--- src/rtl/prf_pkg.sv ---
package prf_pkg;
  typedef enum logic [1:0] {
    CLS_NONE = 2'd0,
    CLS_INT  = 2'd1,
    CLS_FP   = 2'd2,
    CLS_CC   = 2'd3
  } reg_class_e;
endpackage

--- src/rtl/prf_class_dec.sv ---
module prf_class_dec #(
  parameter int INT_N = 8,
  parameter int FP_N  = 6,
  parameter int CC_N  = 4,
  parameter int IDX_W = 5
) (
  input  logic [IDX_W-1:0]      idx_i,
  output prf_pkg::reg_class_e   cls_o,
  output logic [IDX_W-1:0]      off_o
);
  localparam int FP_BASE = INT_N;
  localparam int CC_BASE = INT_N + FP_N;
  localparam int TOTAL   = CC_BASE + CC_N;
  localparam logic [IDX_W:0] FP_BASE_L = (IDX_W+1)'(FP_BASE);
  localparam logic [IDX_W:0] CC_BASE_L = (IDX_W+1)'(CC_BASE);
  localparam logic [IDX_W:0] TOTAL_L   = (IDX_W+1)'(TOTAL);

  logic [IDX_W:0] idx_ext;
  logic [IDX_W:0] off_ext;

  assign idx_ext = {1'b0, idx_i};

  always_comb begin
    cls_o   = prf_pkg::CLS_NONE;
    off_ext = '0;
    if (idx_ext < FP_BASE_L) begin
      cls_o   = prf_pkg::CLS_INT;
      off_ext = idx_ext;
    end else if (idx_ext < CC_BASE_L) begin
      cls_o   = prf_pkg::CLS_FP;
      off_ext = idx_ext - FP_BASE_L;
    end else if (idx_ext < TOTAL_L) begin
      cls_o   = prf_pkg::CLS_CC;
      off_ext = idx_ext - CC_BASE_L;
    end
  end

  assign off_o = off_ext[IDX_W-1:0];
endmodule

--- src/rtl/prf_bank.sv ---
module prf_bank #(
  parameter int DEPTH    = 8,
  parameter int WIDTH    = 32,
  parameter int IDX_W    = 5,
  parameter bit HAS_ZERO = 1'b0,
  parameter int ZERO_OFF = 0
) (
  input  logic             clk_i,
  input  logic             rst_ni,
  input  logic             wr_en_i,
  input  logic [IDX_W-1:0] wr_off_i,
  input  logic [WIDTH-1:0] wr_data_i,
  input  logic [IDX_W-1:0] rd_off_i,
  output logic [WIDTH-1:0] rd_data_o
);
  logic [WIDTH-1:0] mem [DEPTH];

  for (genvar e = 0; e < DEPTH; e++) begin : g_entry
    if (HAS_ZERO && (e == ZERO_OFF)) begin : g_zero
      assign mem[e] = '0;
    end else begin : g_reg
      always_ff @(posedge clk_i or negedge rst_ni) begin
        if (!rst_ni) begin
          mem[e] <= '0;
        end else if (wr_en_i && (wr_off_i == IDX_W'(e))) begin
          mem[e] <= wr_data_i;
        end
      end
    end
  end

  always_comb begin
    rd_data_o = '0;
    for (int e = 0; e < DEPTH; e++) begin
      if (rd_off_i == IDX_W'(e)) rd_data_o = mem[e];
    end
  end
endmodule

--- src/rtl/prf_unified.sv ---
module prf_unified #(
  parameter int INT_N    = 8,
  parameter int FP_N     = 6,
  parameter int CC_N     = 4,
  parameter int INT_W    = 32,
  parameter int FP_W     = 32,
  parameter int CC_W     = 4,
  parameter int ZERO_IDX = 0,
  parameter int TOTAL    = INT_N + FP_N + CC_N,
  parameter int IDX_W    = $clog2(TOTAL + 1)
) (
  input  logic             clk_i,
  input  logic             rst_ni,
  input  logic [IDX_W-1:0] cls_idx_i,
  output logic             is_int_o,
  output logic             is_fp_o,
  output logic             is_cc_o,
  input  logic [IDX_W-1:0] int_rd_idx_i,
  output logic [INT_W-1:0] int_rd_data_o,
  output logic             int_rd_err_o,
  input  logic             int_wr_en_i,
  input  logic [IDX_W-1:0] int_wr_idx_i,
  input  logic [INT_W-1:0] int_wr_data_i,
  output logic             int_wr_err_o,
  input  logic [IDX_W-1:0] fp_rd_idx_i,
  output logic [FP_W-1:0]  fp_rd_val_o,
  output logic [FP_W-1:0]  fp_rd_bits_o,
  output logic             fp_rd_err_o,
  input  logic             fp_wr_en_i,
  input  logic             fp_wr_raw_i,
  input  logic [IDX_W-1:0] fp_wr_idx_i,
  input  logic [FP_W-1:0]  fp_wr_val_i,
  input  logic [FP_W-1:0]  fp_wr_bits_i,
  output logic             fp_wr_err_o,
  input  logic [IDX_W-1:0] cc_rd_idx_i,
  output logic [CC_W-1:0]  cc_rd_data_o,
  output logic             cc_rd_err_o,
  input  logic             cc_wr_en_i,
  input  logic [IDX_W-1:0] cc_wr_idx_i,
  input  logic [CC_W-1:0]  cc_wr_data_i,
  output logic             cc_wr_err_o
);
  import prf_pkg::*;

  localparam int NPORT = 7;
  localparam int P_Q   = 0;
  localparam int P_IR  = 1;
  localparam int P_IW  = 2;
  localparam int P_FR  = 3;
  localparam int P_FW  = 4;
  localparam int P_CR  = 5;
  localparam int P_CW  = 6;

  logic [IDX_W-1:0] dec_idx [NPORT];
  reg_class_e       dec_cls [NPORT];
  logic [IDX_W-1:0] dec_off [NPORT];

  assign dec_idx[P_Q]  = cls_idx_i;
  assign dec_idx[P_IR] = int_rd_idx_i;
  assign dec_idx[P_IW] = int_wr_idx_i;
  assign dec_idx[P_FR] = fp_rd_idx_i;
  assign dec_idx[P_FW] = fp_wr_idx_i;
  assign dec_idx[P_CR] = cc_rd_idx_i;
  assign dec_idx[P_CW] = cc_wr_idx_i;

  for (genvar p = 0; p < NPORT; p++) begin : g_dec
    prf_class_dec #(
      .INT_N(INT_N), .FP_N(FP_N), .CC_N(CC_N), .IDX_W(IDX_W)
    ) u_dec (
      .idx_i(dec_idx[p]),
      .cls_o(dec_cls[p]),
      .off_o(dec_off[p])
    );
  end

  // class query
  assign is_int_o = (dec_cls[P_Q] == CLS_INT);
  assign is_fp_o  = (dec_cls[P_Q] == CLS_FP);
  assign is_cc_o  = (dec_cls[P_Q] == CLS_CC);

  // per-port class checks
  logic int_rd_ok, int_wr_ok, fp_rd_ok, fp_wr_ok, cc_rd_ok, cc_wr_ok;
  assign int_rd_ok = (dec_cls[P_IR] == CLS_INT);
  assign int_wr_ok = (dec_cls[P_IW] == CLS_INT);
  assign fp_rd_ok  = (dec_cls[P_FR] == CLS_FP);
  assign fp_wr_ok  = (dec_cls[P_FW] == CLS_FP);
  assign cc_rd_ok  = (dec_cls[P_CR] == CLS_CC);
  assign cc_wr_ok  = (dec_cls[P_CW] == CLS_CC);

  assign int_rd_err_o = ~int_rd_ok;
  assign fp_rd_err_o  = ~fp_rd_ok;
  assign cc_rd_err_o  = ~cc_rd_ok;
  assign int_wr_err_o = int_wr_en_i & ~int_wr_ok;
  assign fp_wr_err_o  = fp_wr_en_i  & ~fp_wr_ok;
  assign cc_wr_err_o  = cc_wr_en_i  & ~cc_wr_ok;

  // banks
  logic [INT_W-1:0] int_q;
  logic [FP_W-1:0]  fp_q;
  logic [CC_W-1:0]  cc_q;
  logic [FP_W-1:0]  fp_wdata;

  assign fp_wdata = fp_wr_raw_i ? fp_wr_bits_i : fp_wr_val_i;

  prf_bank #(
    .DEPTH(INT_N), .WIDTH(INT_W), .IDX_W(IDX_W),
    .HAS_ZERO(1'b1), .ZERO_OFF(ZERO_IDX)
  ) u_int_bank (
    .clk_i(clk_i), .rst_ni(rst_ni),
    .wr_en_i(int_wr_en_i & int_wr_ok),
    .wr_off_i(dec_off[P_IW]),
    .wr_data_i(int_wr_data_i),
    .rd_off_i(dec_off[P_IR]),
    .rd_data_o(int_q)
  );

  prf_bank #(
    .DEPTH(FP_N), .WIDTH(FP_W), .IDX_W(IDX_W),
    .HAS_ZERO(1'b0), .ZERO_OFF(0)
  ) u_fp_bank (
    .clk_i(clk_i), .rst_ni(rst_ni),
    .wr_en_i(fp_wr_en_i & fp_wr_ok),
    .wr_off_i(dec_off[P_FW]),
    .wr_data_i(fp_wdata),
    .rd_off_i(dec_off[P_FR]),
    .rd_data_o(fp_q)
  );

  prf_bank #(
    .DEPTH(CC_N), .WIDTH(CC_W), .IDX_W(IDX_W),
    .HAS_ZERO(1'b0), .ZERO_OFF(0)
  ) u_cc_bank (
    .clk_i(clk_i), .rst_ni(rst_ni),
    .wr_en_i(cc_wr_en_i & cc_wr_ok),
    .wr_off_i(dec_off[P_CW]),
    .wr_data_i(cc_wr_data_i),
    .rd_off_i(dec_off[P_CR]),
    .rd_data_o(cc_q)
  );

  assign int_rd_data_o = int_rd_ok ? int_q : '0;
  assign fp_rd_val_o   = fp_rd_ok  ? fp_q  : '0;
  assign fp_rd_bits_o  = fp_rd_ok  ? fp_q  : '0;
  assign cc_rd_data_o  = cc_rd_ok  ? cc_q  : '0;
endmodule

--- config.mk ---
export PLATFORM = sky130hd
export DESIGN_NAME = prf_unified
export DESIGN_NICKNAME = d
export VERILOG_FILES = /design/src/rtl/prf_pkg.sv /design/src/rtl/prf_class_dec.sv /design/src/rtl/prf_bank.sv /design/src/rtl/prf_unified.sv
export SDC_FILE = /design/constraint.sdc
export NUM_CORES = 1
export LEC_CHECK = 0
export ABC_AREA = 1
export ABC_CLOCK_PERIOD_IN_PS = 2200
export BUFFER_PORTS_ARGS = -buffer_cell sky130_fd_sc_hd__buf_2
export CORE_MARGIN = 2
export CORE_UTILIZATION = 35
export DETAILED_ROUTE_END_ITERATION = 10
export PLACE_DENSITY = 0.48
export SYNTH_ARGS = -nofsm -noshare
export SYNTH_HDL_FRONTEND = slang
export SYNTH_SLANG_ARGS = --single-unit
--- constraint.sdc ---
create_clock -name clk_i -period 2.2 [get_ports clk_i]
set_input_delay 0.11 -clock clk_i [delete_from_list [all_inputs] [get_ports clk_i]]
set_output_delay 0.11 -clock clk_i [all_outputs]
set_load 0.01 [all_outputs]
After elaboration in Yosys (flattened, before gate mapping)
Index checks and enable logic that the tools add are counted.
{"block": "word_totals", "wordCells": 182, "in_bits": 141, "register_bits": 432, "out_inout_bits": 109}
{"block": "classes", "n_bitwise": 12, "reduce_logical": 21, "n_lt_le_gt_ge": 21, "eq_ne": 39, "addsub": 12, "mux": 60}
{"operator": "$mux 32", "n": 16}
{"operator": "$mux 5", "n": 18}
{"operator": "$lt 5x4->1 const B", "n": 14}
{"operator": "$eq 5x2->1 const B", "n": 12}
{"operator": "$eq 5x3->1 const B", "n": 12}
{"operator": "$sub 5x4->5 const B", "n": 12}
{"operator": "$mux 2", "n": 21}
{"operator": "$lt 5x5->1 const B", "n": 7}
{"operator": "$eq 5x1->1 const B", "n": 6}
{"operator": "$logic_not 5->1", "n": 4}
{"operator": "$mux 4", "n": 5}
{"operator": "$logic_and 1x1->1", "n": 17}
{"operator": "$eq 2x2->1 const B", "n": 6}
{"operator": "$and 1x1->1", "n": 6}
{"operator": "$eq 2x1->1 const B", "n": 3}
{"operator": "$not 1->1", "n": 6}

Depth between registers and ports, before layout
Gate-level depths: netlist of the first run.
{"block": "logic_depth", "depth_word": 13, "ltp_mapped": 19, "ltp_nobuf": 17}

Cells and area by module
From an unflattened synthesis of the first run, not the netlist that was laid out.
{"block": "hier_totals", "hier_cells": 2889, "area_unflattened_um2": 22903.2}
{"module": "prf_bank at u_int_bank", "instances": 1, "cells_per_inst": 1172, "area_per_inst_um2": 9953.3}
{"module": "prf_bank at u_fp_bank", "instances": 1, "cells_per_inst": 1026, "area_per_inst_um2": 8809.7}
{"module": "prf_class_dec", "instances": 7, "cells_per_inst": 43, "area_per_inst_um2": 265.3}
{"module": "prf_unified", "instances": 1, "cells_per_inst": 302, "area_per_inst_um2": 1480.2}
{"module": "prf_bank at u_cc_bank", "instances": 1, "cells_per_inst": 88, "area_per_inst_um2": 803.3}

Worst setup path after synthesis of the first run
OpenSTA, ideal clock, no wires.
{"block": "synth_path", "path_type": "input -> output", "startpoint": "input fp_rd_idx_i[3]", "endpoint": "output fp_rd_val_o[16]", "t_arrival_ns": 1.873, "stages": 15, "t_required_ns": 2.090, "path_slack_ns": 0.217, "cell_sequence": "inv_1 > ha_1 > inv_1 > nand2_2 > inv_2 > nor2_1 > nor2_4 > nand2_4 > inv_4 > clkbuf_1 > nand4_1 > nand4_1 > nor2_1 > nor2_1 > buf_4"}
{"block": "synth_between", "elab_chain_len": 12, "word_cells_on_any_way": 25, "classes_between": "add/sub (2); order compare (3); eq/ne (6); mux (13); reduce/logical (1)"}
{"element": "start, declared", "line_no": "prf_unified.sv:25", "rtl": "input logic [IDX_W-1:0] fp_rd_idx_i,"}
{"element": "$sub 5x4->5 / $lt 5x5->1 (equally long branches)", "line_no": "prf_class_dec.sv:34, prf_class_dec.sv:32"}
{"element": "$mux 5", "line_no": "prf_class_dec.sv:32", "rtl": "end else if (idx_ext < TOTAL_L) begin"}
{"element": "$mux 5", "line_no": "prf_class_dec.sv:29", "rtl": "end else if (idx_ext < CC_BASE_L) begin"}
{"element": "$mux 5", "line_no": "prf_class_dec.sv:26", "rtl": "if (idx_ext < FP_BASE_L) begin"}
{"element": "$logic_not 5->1", "line_no": "prf_bank.sv:35", "rtl": "if (rd_off_i == IDX_W'(e)) rd_data_o = mem[e];"}
{"element": "$mux 32 (6 in a row)", "line_no": "prf_bank.sv:35"}
{"element": "$mux 32 *"}
{"element": "end, declared", "line_no": "prf_unified.sv:26", "rtl": "output logic [FP_W-1:0] fp_rd_val_o,"}
Every way passes the cells marked *; elsewhere a longest branch is shown, timed or not.

Final worst setup path of the first run
{"block": "layout_path", "startpoint": "input int_rd_idx_i[4]", "endpoint": "output int_rd_data_o[8]"}
{"block": "layout_between", "elab_chain_len": 13, "word_cells_on_any_way": 27, "classes_between": "add/sub (2); order compare (3); eq/ne (8); mux (14)"}
{"element": "start, declared", "line_no": "prf_unified.sv:18", "rtl": "input logic [IDX_W-1:0] int_rd_idx_i,"}
{"element": "$sub 5x4->5 / $lt 5x5->1 (equally long branches)", "line_no": "prf_class_dec.sv:34, prf_class_dec.sv:32"}
{"element": "$mux 5", "line_no": "prf_class_dec.sv:32"}
{"element": "$mux 5", "line_no": "prf_class_dec.sv:29"}
{"element": "$mux 5", "line_no": "prf_class_dec.sv:26"}
{"element": "$eq 5x1->1", "line_no": "prf_bank.sv:35"}
{"element": "$mux 32 (7 in a row)", "line_no": "prf_bank.sv:35"}
{"element": "$mux 32 *", "line_no": "prf_unified.sv:141", "rtl": "assign int_rd_data_o = int_rd_ok ? int_q : '0;"}
{"element": "end, declared", "line_no": "prf_unified.sv:19", "rtl": "output logic [INT_W-1:0] int_rd_data_o,"}
Marks and branches as above.

==> flow_summary.json, run 1 <==
{
  "synth_adder_area_share": 0.0200,
  "hpwl_um": 42600,
  "ys_top_cells_by_area": "dfrtp_1, nand2_1, o21ai_0",
  "syn_area_sq_um": 22600,
  "fmaxAchievable_mhz": 456,
  "drive_gt1_frac": 0.265,
  "finalCritPeriodShare": 0.998,
  "crit_path_start_kind": "primary input",
  "antenna_found_initial": 0,
  "vias": 20800,
  "seq_area_frac_synth": 0.479,
  "cts.sinks": 432,
  "start_util": 0.352,
  "power_w": 0.0234,
  "area_delta_synth_final_pct": 36.4,
  "drcViolationCount": 0,
  "postRouteAntennaNets": 0,
  "dr.pass1.iters": 6,
  "ios": 250,
  "die-area_sq_um": 66500,
  "synth_xor_area_frac": 0.000776,
  "rows": 93,
  "syn_inst": 2863,
  "netlist.area_leader.share": 0.479,
  "p_int_w": 0.0167,
  "clk_pin_slew_worst_paths_ns": 0.06,
  "die_x_um": 258,
  "grt_pass1_wl_um": 112000,
  "path_class": "in -> out",
  "critPathRequiredTime_ns": 2.09,
  "crit_path_end_kind": "output port",
  "syn-num-nets": 3040,
  "die-height_um": 258,
  "crit_arrival_ns": 2.08,
  "antenna_cells": 0,
  "synthArstFlopShare": 1.00,
  "drt-initial-drc-count": 1291,
  "p_sw_w": 0.00676,
  "synth_seq_cells": 432,
  "wl_per_cell_um": 17.6,
  "synth.distinct_cells": 43,
  "h-tree-depth": 2,
  "critPathMaxFanout": 6,
  "cts-root-buf": "clkbuf_16",
  "routed_wl_um": 73200,
  "rr_worst_depth": 2,
  "hold_class": "in -> reg",
  "cap_violations": 0,
  "worst_slew_pin_slew_ns": 0.622,
  "powerDensity_nw_per_um2": 762,
  "rsz0062_at_grt": "yes",
  "drv_slew": 0,
  "cts_buffers": 52,
  "via_per_inst": 5.00,
  "grt.total_usage": 0.210,
  "slew_headroom": 0.585,
  "yosys.area_share.simple": 0.246,
  "irDropWorstVdd_uv": 582,
  "synth_top_area_cell": "dfrtp_1",
  "grt_max_degree": 102,
  "synth.avg_cell_area_sq_um": 7.88,
  "synth_compound_area_frac": 0.154,
  "clock_path_buffers": 3,
  "grt-ovfl-total": 0,
  "skew_ns": 0,
  "hold_path_depth": 5,
  "muxShareOfSynthArea": 0,
  "fin_util": 0.480,
  "clock_power_share": 0.373,
  "final-hold-violation-count": 0,
  "core_sq_um": 64100,
  "power.leakage_nw": 15.2,
  "cts_tree": "built",
  "period_minus_slack_ns": 2.19,
  "status": "complete, no violations",
  "synth-main-ff-cell": "dfrtp_1",
  "clock_latency_ns": 0.59,
  "synth_top_family_by_area": "simple AND/OR/NAND/NOR gates",
  "switching_share": 0.288,
  "seqPwrFrac": 0.434,
  "finalSetupViolations": 0,
  "ys_warn_count": 0,
  "fin_hold_ws_ns": 0.0242,
  "comb_power_share": 0.192,
  "first_global_vias": 20200,
  "nets": 3443,
  "synth-edff-count": 0,
  "portBuffers": 248,
  "place.gp.congestion": 0.789
}
==> state kept, by name, indices dropped and copies added (netlist names) <==
signal,cells
u_cc_bank.mem,16
u_int_bank.mem,224
u_fp_bank.mem,192
==> per-layer routing <==
| metal | routed length [um] | vias up | global-route usage |
|---|---|---|---|
| met3 | 3420 | 85 | 0.0226 |
| met4 | 1260 | 0 | 0.0488 |
| met2 | 36400 | 526 | 0.366 |
| li1 | - | 10100 | - |
| met1 | 32100 | 10100 | 0.279 |
| met5 | 0 | - | 0 |
==> power by group through the flow <==
| stage | Combinational [W] | Sequential, W | Clock [W] |
|---|---|---|---|
| floorplan | 0.00235 | 0.0101 | 0 |
| global placement | 0.00359 | 0.0102 | 0 |
| detailed placement | 0.00369 | 0.0103 | 0 |
| CTS | 0.00404 | 0.0101 | 0.00900 |
| global route | 0.00505 | 0.0104 | 0.00931 |
| finish | 0.00450 | 0.0102 | 0.00876 |
==> synth_stat cells, types with 2 or more instances <==
| cell | count |
|---|---|
| nand2_1 | 714 |
| dfrtp_1 | 432 |
| o21ai_0 | 354 |
| inv_1 | 302 |
| nand3_1 | 248 |
| nor2_1 | 219 |
| clkbuf_1 | 92 |
| nand4_1 | 68 |
| a21oi_1 | 59 |
| a21oi_2 | 56 |
| o2111ai_1 | 56 |
| buf_4 | 48 |
| buf_2 | 43 |
| ha_1 | 36 |
| o21a_1 | 33 |
| o21ai_1 | 17 |
| buf_6 | 13 |
| inv_2 | 9 |
| nor2_2 | 9 |
| buf_1 | 6 |
| nor2_4 | 6 |
| nor3_1 | 5 |
| o21ai_2 | 5 |
| and2_1 | 3 |
| nand2_2 | 3 |
| or2_2 | 3 |
| a21o_1 | 2 |
| a22oi_1 | 2 |
| and3_1 | 2 |
| nand2_4 | 2 |
| nor3_2 | 2 |
| nor4_4 | 2 |
| xor2_1 | 2 |
==> metrics by stage <==
stage	instance area, sq um	TNS (ns)	cells	setup WS [ns]
2_1_floorplan	22600	0	2863	0.217
3_3_place_gp	25500	-4.49	3902	-0.141
3_5_place_dp	25500	-10.43	3902	-0.183
4_1_cts	29000	-0.00400	4122	-0.00232
6_report	30800	0	4164	0.00527
5_1_grt	30800	-3.60	4164	-0.0927
==> logic make-up (layout without fill, tap and decap cells) <==
kind of cell,Yosys count,count (layout)
compound gates,587,587
xor+xnor,2,2
fa+ha+maj,36,36
buf+inv,514,960
flops,432,432
simple gates,1292,1292
==> layout by cell type (no fill, tap or decap), drive strengths merged <==
master and instances:
dlygate4sd3 99, xor2 2, o21a 33, clkinv 4, nand2 719, o21bai 1, a21oi 115, dfrtp 432
or2 4, clkbuf 103, bufinv 3, and3 2, a21o 2, nor2 235, o31ai 1, o2111ai 56
a21boi 1, buf 437, nor3 7, inv 314, nor4 3, o21ai 376, nor3b 1, ha 36
and2 3, a22oi 2, nand4 69, nand3 249
==> path summary, 6_finish.rpt <==
path	start	to	slack, ns
setup / recovery	int_rd_idx_i[4]	int_rd_data_o[8]	0.005
hold / removal	fp_wr_val_i[20]	u_fp_bank.mem[116]$_DFFE_PN0P_	0.02
setup reg to reg	u_cc_bank.mem[3]$_DFFE_PN0P_	u_cc_bank.mem[3]$_DFFE_PN0P_	1.49
hold reg to reg	u_int_bank.mem[28]$_DFFE_PN0P_	u_int_bank.mem[28]$_DFFE_PN0P_	0.48
max in group asynchronous	rst_ni	u_int_bank.mem[196]$_DFFE_PN0P_	1.42
min in group asynchronous	rst_ni	u_fp_bank.mem[6]$_DFFE_PN0P_	0.13
==> critical path, stage by stage <==
cell and delay [ns]:
buf_12 0.11, inv_8 0.06, ha_4 0.13, nand2_4 0.07
nand2_8 0.09, inv_2 0.04, nor2_2 0.09, nand3_1 0.09
nand2_2 0.12, nand2_8 0.09, buf_4 0.16, nand2_4 0.07
nor2_4 0.05, buf_12 0.14, buf_16 0.14, nand2_1 0.06
nand4_1 0.17, nand2_1 0.11, inv_1 0.04, buf_2 0.13
==> layout make-up <==
| type | instances | area [sq um] |
|---|---|---|
| sequential | 432 | 10800 |
| clock buffer | 88 | 1610 |
| timing repair buffer | 551 | 5370 |
| tap | 855 | 1070 |
| clock inverter | 9 | 150 |
| fill | 6184 | 33300 |
| multi-input combinational | 1917 | 10500 |
| inverter | 312 | 1230 |
==> timing repair <==
| action | CTS | global route |
|---|---|---|
| gates cloned | 7 | 15 |
| pin swaps | 48 | 162 |
| endpoints found under the hold margin | 784 | 0 |
| gates resized for setup | 109 | 357 |
| buffers inserted | 17 | 32 |
| hold buffers | 100 | 0 |
| endpoints found under the setup margin | 99 | 100 |
(Power assumes the default switching activity.)
==> inputs of run 2 (changes only) <==
Settings changed: RECOVER_POWER set to 25.
==> run 2 against run 1 <==
Highest routed layer unchanged. Register-to-register slack barely moved. Sequential share of layout area rose by 0.071 points. Power fell by 0.11%.
==> flow_summary.json, run 2 (synthesized netlist as in run 1, its figures left out) <==
{
  "vias": 20800,
  "crit_path_end_kind": "output port",
  "power.leakage_nw": 15.1,
  "fin_hold_ws_ns": 0.0265,
  "portBuffers": 248,
  "drt-initial-drc-count": 1332,
  "status": "complete, no violations",
  "crit_arrival_ns": 2.09,
  "hpwl_um": 42600,
  "cts_tree": "built",
  "start_util": 0.352,
  "finalSetupViolations": 0,
  "clk_pin_slew_worst_paths_ns": 0.06,
  "skew_ns": 0,
  "comb_power_share": 0.192,
  "postRouteAntennaNets": 0,
  "irDropWorstVdd_uv": 579,
  "largest_reg_flops": 224,
  "path_class": "in -> out",
  "crit_path_start_kind": "primary input",
  "routed_wl_um": 73200,
  "cts_buffers": 52,
  "via_per_inst": 4.99,
  "core_sq_um": 64100,
  "power_w": 0.0234,
  "nets": 3443,
  "critPathLaunch": "int_rd_idx_i[4]",
  "reg.largest.list": "u_int_bank.mem (224), u_fp_bank.mem (192), u_cc_bank.mem (16)",
  "dr.pass1.iters": 5,
  "cts-root-buf": "clkbuf_16",
  "worst_slew_pin_slew_ns": 1.43,
  "fin_tns_setup_ns": 0,
  "critPathMaxFanout": 6,
  "reg2reg_from": "u_cc_bank.mem[3]$_DFFE_PN0P_",
  "finalCritPeriodShare": 0.999,
  "die-height_um": 258,
  "cts.sinks": 432,
  "critPathRequiredTime_ns": 2.09,
  "switching_share": 0.288,
  "area_delta_synth_final_pct": 36.1,
  "nFillCells": 6188,
  "rows": 93,
  "clock_path_buffers": 3,
  "largest_register": "u_int_bank.mem",
  "p_int_w": 0.0167,
  "cap_violations": 0,
  "final_cell_mix": "nand2_1, dfrtp_1, o21ai_0",
  "antenna_cells": 0,
  "placedCellCount": 3902,
  "seqPwrFrac": 0.435,
  "p_sw_w": 0.00674,
  "grt-ovfl-total": 0,
  "powerDensity_nw_per_um2": 763,
  "drv_slew": 0,
  "final-hold-violation-count": 0,
  "clock_latency_ns": 0.59,
  "die_x_um": 258,
  "drcViolationCount": 0,
  "grt.total_usage": 0.210,
  "drive_gt1_frac": 0.264,
  "wl_per_cell_um": 17.6,
  "place.gp.congestion": 0.789,
  "grt_pass1_wl_um": 112000,
  "hold_class": "in -> reg",
  "die-area_sq_um": 66500,
  "fmaxAchievable_mhz": 455,
  "period_minus_slack_ns": 2.20,
  "worstHoldStart": "fp_wr_val_i[3]",
  "final_common_cell": "nand2_1",
  "first_global_vias": 20200,
  "rsz0062_at_grt": "yes",
  "layoutNonFillerInstCount": 4164,
  "clock_power_share": 0.373,
  "grt_max_degree": 102,
  "h-tree-depth": 2,
  "slew_headroom": 0.0437,
  "antenna_found_initial": 0,
  "ios": 250
}
==> run 2: changes by cell type in the layout (fill, tap and decap cells not counted) <==
cell | before | now
clkbuf_2 | 0 | 2
buf_12 | 60 | 57
clkbuf_1 | 19 | 23
buf_8 | 15 | 14
clkbuf_4 | 0 | 2
buf_2 | 194 | 193
buf_4 | 94 | 91
==> run 2: what timing repair did <==
action,4_1_cts,5_1_grt
hold buffers,100,0
pin swaps,48,162
resized for setup,109,357
gates cloned,7,15
setup buffers,17,32
hold endpoints to repair,784,0
endpoints found under the setup margin,99,100
==> run 2: stage by stage <==
stage / instance area, sq um / setup slack [ns] / utilization
after CTS: 29000 / -0.00232 / 0.452
after global placement: 25500 / -0.141 / 0.397
after detailed placement: 25500 / -0.183 / 0.397
final: 30700 / 0.00174 / 0.479
after floorplan: 22600 / 0.217 / -
after global routing: 30700 / -0.0927 / 0.479
==> run 2: path summary, 6_finish.rpt <==
path	slack, ns	cells past startpoint	endpoint
max in group asynchronous	0.48	3	u_fp_bank.mem[22]$_DFFE_PN0P_
min in group asynchronous	0.44	3	u_fp_bank.mem[162]$_DFFE_PN0P_
setup / recovery	0.002	20	int_rd_data_o[8]
setup reg to reg	1.49	2	u_cc_bank.mem[3]$_DFFE_PN0P_
hold / removal	0.03	5	u_fp_bank.mem[99]$_DFFE_PN0P_
hold reg to reg	0.48	2	u_int_bank.mem[28]$_DFFE_PN0P_
==> run 2: critical path: stages <==
cell	delay (ns)
buf_12	0.11
inv_8	0.06
ha_4	0.13
nand2_4	0.07
nand2_8	0.09
inv_2	0.04
nor2_2	0.09
nand3_1	0.09
nand2_2	0.12
nand2_8	0.09
buf_4	0.16
nand2_4	0.07
nor2_4	0.05
buf_12	0.14
buf_16	0.14
nand2_1	0.06
nand4_1	0.17
nand2_1	0.11
inv_1	0.04
buf_2	0.13
==> run 2: layout make-up <==
cell class | instances | area [sq um] | area share
clock inverter | 9 | 150 | 0.00489
timing repair buffer | 551 | 5310 | 0.173
inverter | 312 | 1230 | 0.0401
multi-input combinational | 1917 | 10500 | 0.343
tap | 855 | 1070 | 0.0348
clock buffer | 88 | 1610 | 0.0523
sequential | 432 | 10800 | 0.352
==> run 2: power by group through the flow <==
stage          combinational, W  clock, W  sequential, W
4_1_cts                 0.00404   0.00900         0.0101
3_5_place_dp            0.00369         0         0.0103
5_1_grt                 0.00503   0.00931         0.0104
2_1_floorplan           0.00235         0         0.0101
6_report                0.00449   0.00875         0.0102
3_3_place_gp            0.00359         0         0.0102
==> run 2: layer usage <==
layer  wire length [um]  GRT usage  vias up
met5                  0          0        -
met4               1260     0.0488        0
met3               3360     0.0226       80
met2              36300      0.366      507
met1              32300      0.279    10100
li1                   -          -    10100
